===== config.mk =====
export PLATFORM = sky130hd
export DESIGN_NAME = inv_sel_alu
export DESIGN_NICKNAME = d
export VERILOG_FILES = /design/src/rtl/inv_sel_alu_pkg.sv /design/src/rtl/inv_sel_operand.sv /design/src/rtl/inv_sel_adder.sv /design/src/rtl/inv_sel_flags.sv /design/src/rtl/inv_sel_alu.sv
export SDC_FILE = /design/constraint.sdc
export NUM_CORES = 1
export LEC_CHECK = 0
export BUFFER_PORTS_ARGS = -buffer_cell sky130_fd_sc_hd__buf_4
export CAP_MARGIN = 40
export CELL_PAD_IN_SITES_DETAIL_PLACEMENT = 0
export CELL_PAD_IN_SITES_GLOBAL_PLACEMENT = 1
export CORE_AREA = 2 2 98 100
export DETAILED_ROUTE_END_ITERATION = 10
export DIE_AREA = 0 0 100 102
export PLACE_DENSITY_LB_ADDON = 0.3
export SLEW_MARGIN = 20
export SYNTH_ARGS = -nofsm -noshare
export SYNTH_HDL_FRONTEND = slang
export SYNTH_HIERARCHICAL = 1
export SYNTH_SLANG_ARGS = --single-unit

===== constraint.sdc =====
create_clock -name vclk -period 7.31
set_clock_uncertainty 0.05 [all_clocks]
set_input_delay 1.8275 -clock vclk [all_inputs]
set_output_delay 1.8275 -clock vclk [all_outputs]
set_load 0.02 [all_outputs]

===== src/rtl/inv_sel_alu_pkg.sv =====
package inv_sel_alu_pkg;
  typedef enum logic [1:0] {
    SEL_AND = 2'b00,
    SEL_OR  = 2'b01,
    SEL_SUM = 2'b10,
    SEL_SLT = 2'b11
  } alu_sel_e;
endpackage


===== src/rtl/inv_sel_operand.sv =====
module inv_sel_operand #(
  parameter int WIDTH = 32
) (
  input  logic [WIDTH-1:0] opd_i,
  input  logic             inv_i,
  output logic [WIDTH-1:0] opd_o
);
  assign opd_o = opd_i ^ {WIDTH{inv_i}};
endmodule


===== src/rtl/inv_sel_adder.sv =====
module inv_sel_adder #(
  parameter int WIDTH  = 32,
  parameter bit RIPPLE = 1'b0
) (
  input  logic [WIDTH-1:0] x_i,
  input  logic [WIDTH-1:0] y_i,
  input  logic             cin_i,
  output logic [WIDTH-1:0] sum_o
);
  if (RIPPLE) begin : g_ripple
    logic [WIDTH-1:0] carry;
    assign carry[0] = cin_i;
    for (genvar i = 0; i < WIDTH; i++) begin : g_bit
      assign sum_o[i] = x_i[i] ^ y_i[i] ^ carry[i];
      if (i < WIDTH - 1) begin : g_c
        assign carry[i+1] = (x_i[i] & y_i[i]) | (carry[i] & (x_i[i] ^ y_i[i]));
      end
    end
  end else begin : g_behav
    assign sum_o = x_i + y_i + {{(WIDTH-1){1'b0}}, cin_i};
  end
endmodule


===== src/rtl/inv_sel_flags.sv =====
module inv_sel_flags #(
  parameter int WIDTH = 32
) (
  input  logic             x_msb_i,
  input  logic             y_msb_i,
  input  logic             sum_msb_i,
  input  logic [WIDTH-1:0] result_i,
  output logic             ovf_raw_o,
  output logic             less_o,
  output logic             zero_o
);
  // same operand signs, different sum sign
  assign ovf_raw_o = ~(x_msb_i ^ y_msb_i) & (sum_msb_i ^ x_msb_i);
  assign less_o    = sum_msb_i ^ ovf_raw_o;
  assign zero_o    = (result_i == '0);
endmodule


===== src/rtl/inv_sel_alu.sv =====
module inv_sel_alu
  import inv_sel_alu_pkg::*;
#(
  parameter int WIDTH  = 32,
  parameter bit RIPPLE = 1'b0
) (
  input  logic [WIDTH-1:0] a_i,
  input  logic [WIDTH-1:0] b_i,
  input  logic             a_inv_i,
  input  logic             b_inv_i,
  input  logic [1:0]       sel_i,
  output logic [WIDTH-1:0] result_o,
  output logic             zero_o,
  output logic             ovf_o
);
  localparam int MSB = WIDTH - 1;

  logic [WIDTH-1:0] a_eff, b_eff, sum;
  logic             ovf_raw, less;
  alu_sel_e         sel;

  assign sel = alu_sel_e'(sel_i);

  inv_sel_operand #(.WIDTH(WIDTH)) u_opa (.opd_i(a_i), .inv_i(a_inv_i), .opd_o(a_eff));
  inv_sel_operand #(.WIDTH(WIDTH)) u_opb (.opd_i(b_i), .inv_i(b_inv_i), .opd_o(b_eff));

  inv_sel_adder #(.WIDTH(WIDTH), .RIPPLE(RIPPLE)) u_add (
    .x_i   (a_eff),
    .y_i   (b_eff),
    .cin_i (b_inv_i),
    .sum_o (sum)
  );

  always_comb begin
    unique case (sel)
      SEL_AND: result_o = a_eff & b_eff;
      SEL_OR:  result_o = a_eff | b_eff;
      SEL_SUM: result_o = sum;
      SEL_SLT: result_o = {{(WIDTH-1){1'b0}}, less};
      default: result_o = '0;
    endcase
  end

  inv_sel_flags #(.WIDTH(WIDTH)) u_flags (
    .x_msb_i   (a_eff[MSB]),
    .y_msb_i   (b_eff[MSB]),
    .sum_msb_i (sum[MSB]),
    .result_i  (result_o),
    .ovf_raw_o (ovf_raw),
    .less_o    (less),
    .zero_o    (zero_o)
  );

  assign ovf_o = (sel == SEL_SUM) & ovf_raw;
endmodule


==> results.yml <==
worst_setup_path:
  cp.arrival_ns: 5.22
  cp_slowest_cell: "or3_1"
  critPathBufInv: 5
  cp_max_fo: 6
  cp-start-kind: "input port"
  cpPeakStageDelay_ns: 0.40
  required_ns: 5.43
  path_class: "input port to primary output"
  path_common_cell: "buf_4"
  endpoint_kind: "primary output"
  worstPathCellList: "buf_4 > buf_6 > buf_4 > xor2_2 > ha_1 > and3_1 > a21boi_2 > or3_1 > a21oi_4 > buf_4 > mux2i_1 > nor2_1 > a22o_1 > nor4_2 > nand4_1 > nor2_1 > buf_4"
  critical_path.top_delay_family: "simple AND/OR/NAND/NOR gates"
finish:
  drive_gt1_frac: 0.478
  synthToLayoutAreaGrowth_pct: 46.6
  seq_cell_count: 0
  fin_nets: 683
  diodes: 0
  final_common_cell: "buf_4"
  seqCellArea_um2: 0
  final_util: 0.574
  n_clock_buffer: 0
  layout_common_cells: "160 x buf_4, 53 x xor2_1, 31 x a22o_1"
routing:
  routedWlPerCell_um: 17.5
  first_iter_violations: 145
  met2_length_um: 5940
  wirelength_um: 12100
  wl_met1_um: 5580
  remaining_drc_errors: 0
  wl_met3_um: 468
  viasPerCell: 5.62
  drtAntennaViolNets: 0
  dr.pass1.iters: 4
  vias: 3888
  maxUsedRoutingLayer: "met4"
timing:
  worst_slack_ns: 0.213
  drv_slew: 0
  rsz0062_at_grt: "false"
  hold_violations: 0
  setup_tns_ns: 0
  report.final.setup_viol: 0
  fin_crit_ns: 7.10
  fmax_ghz: 0.141
  relSlewSlack: 0.508
  period_share: 0.971
  tightest_slew_ns: 0.735
floorplanning:
  start_util: 0.391
  die_area_mm2: 0.0102
  die_h_um: 102
  core-area_mm2: 0.00911
  ios: 102
  fp.dieW_um: 100
  rows: 35
place:
  gpl.final_weighted_congestion: 0.934
  io_buffers: 102
  dp_hpwl_um: 9680
  pre_cts_slack_ns: -0.0911
run_status:
  status: "completed"
synthesis:
  synthAdderAreaFrac: 0.216
  synth_xor_area_frac: 0.224
  syn_nets: 548
  postSynthAreaPerCell_um2: 7.96
  synthMuxAreaShare: 0.0168
  syn_inst: 448
  synthSimpleGateAreaFrac: 0.160
  yosys.cell_types.count: 64
  synth_top_family_by_area: "compound AO/OA/AOI/OAI gates"
  seq_area_frac_synth: 0
  syn-cell-area_mm2: 0.00357
  synth_compound_area_frac: 0.287
  ys_warn_count: 6
power_and_ir_drop:
  vdd_drop_max_uv: 61.2
  p_leak_nw: 2.27
  p_per_area_mw_per_mm2: 157
  total_power_uw: 821
global_routing:
  grt_pass1_vias: 3656
  grt_max_degree: 35
  grt_pass1_wl_um: 18500
  grt-ovfl-total: 0
  track_usage: 0.218
  grt_antenna_before_repair: 0
worst_hold_path:
  min_path_type: "input port to primary output"
flow_run:
  drv_cap: 0
clock_tree:
  cts.hold.buffers_added: 0
==> cells in the mapped netlist, types with 4 or more instances <==
library cell	count	share of area
xor2_1	75	0.18
a22o_1	31	0.076
a21oi_1	30	0.042
ha_1	30	0.11
maj3_2	28	0.088
nand2_1	27	0.028
nor2_1	27	0.028
o21ai_0	17	0.024
xnor2_1	16	0.039
nand4_1	12	0.021
a21o_1	11	0.023
clkbuf_1	8	0.0084
nor3_1	8	0.011
nor4_1	8	0.014
buf_2	7	0.0098
buf_12	6	0.034
mux2i_1	6	0.017
buf_6	5	0.016
inv_1	5	0.0053
nand3_1	5	0.0070
buf_4	4	0.0084
maj3_1	4	0.011
o21a_1	4	0.0084
o21bai_1	4	0.0084
==> stage by stage <==
stage	instances	hold slack (ns)	area, µm²
2_1_floorplan	448	3.86	3570
3_3_place_gp	681	4.06	4580
3_5_place_dp	681	4.07	4580
4_1_cts	681	4.09	4680
5_1_grt	692	4.09	5230
6_report	692	4.08	5230
==> cells by family (layout without fill, tap and decap cells) <==
logic type      after synthesis  count (layout)
compound gates              137             137
xor+xnor                     91              91
fa+ha+maj                    64              64
buf+inv                      40             173
mux                           6               6
simple gates                110             110
==> routing by layer <==
layer / vias up / track usage
met5: - / 0
met3: 12 / 0.00821
li1: 1917 / -
met1: 1858 / 0.305
met2: 101 / 0.391
met4: 0 / 0.0137
==> final cells by class <==
class              instances  area, µm²
fillers                  862       3880
multi-input cells        408       3750
repair buffers           168       1320
well taps                111        139
inverters                  5       18.8
==> tightest hold or removal path, delay by kind of cell <==
family                 cells  cell delay [ns]
AO/OA/AOI/OAI              2             0.22
buffers and inverters      2             0.25
==> power by group <==
part / leakage, nW / total [mW] / switching [mW] / internal (mW)
clock: 0 / 0 / 0 / 0
combinational: 2.27 / 0.821 / 0.436 / 0.385
sequential: 0 / 0 / 0 / 0
==> timing repair <==
action | 4_1_cts | 5_1_grt
setup buffers | 0 | 10
endpoints found under the setup margin | 1 | 1
gates resized for setup | 18 | 73
gates cloned | 0 | 1
pin swaps | 4 | 28
endpoints found under the hold margin | 0 | 0
==> worst paths after layout <==
path                 endpoint  slack, ns  cells past startpoint     start
hold / removal    result_o[0]       4.08                      4  sel_i[1]
setup / recovery       zero_o       0.21                     17   a_inv_i
Power figures use the tool's default switching activity.
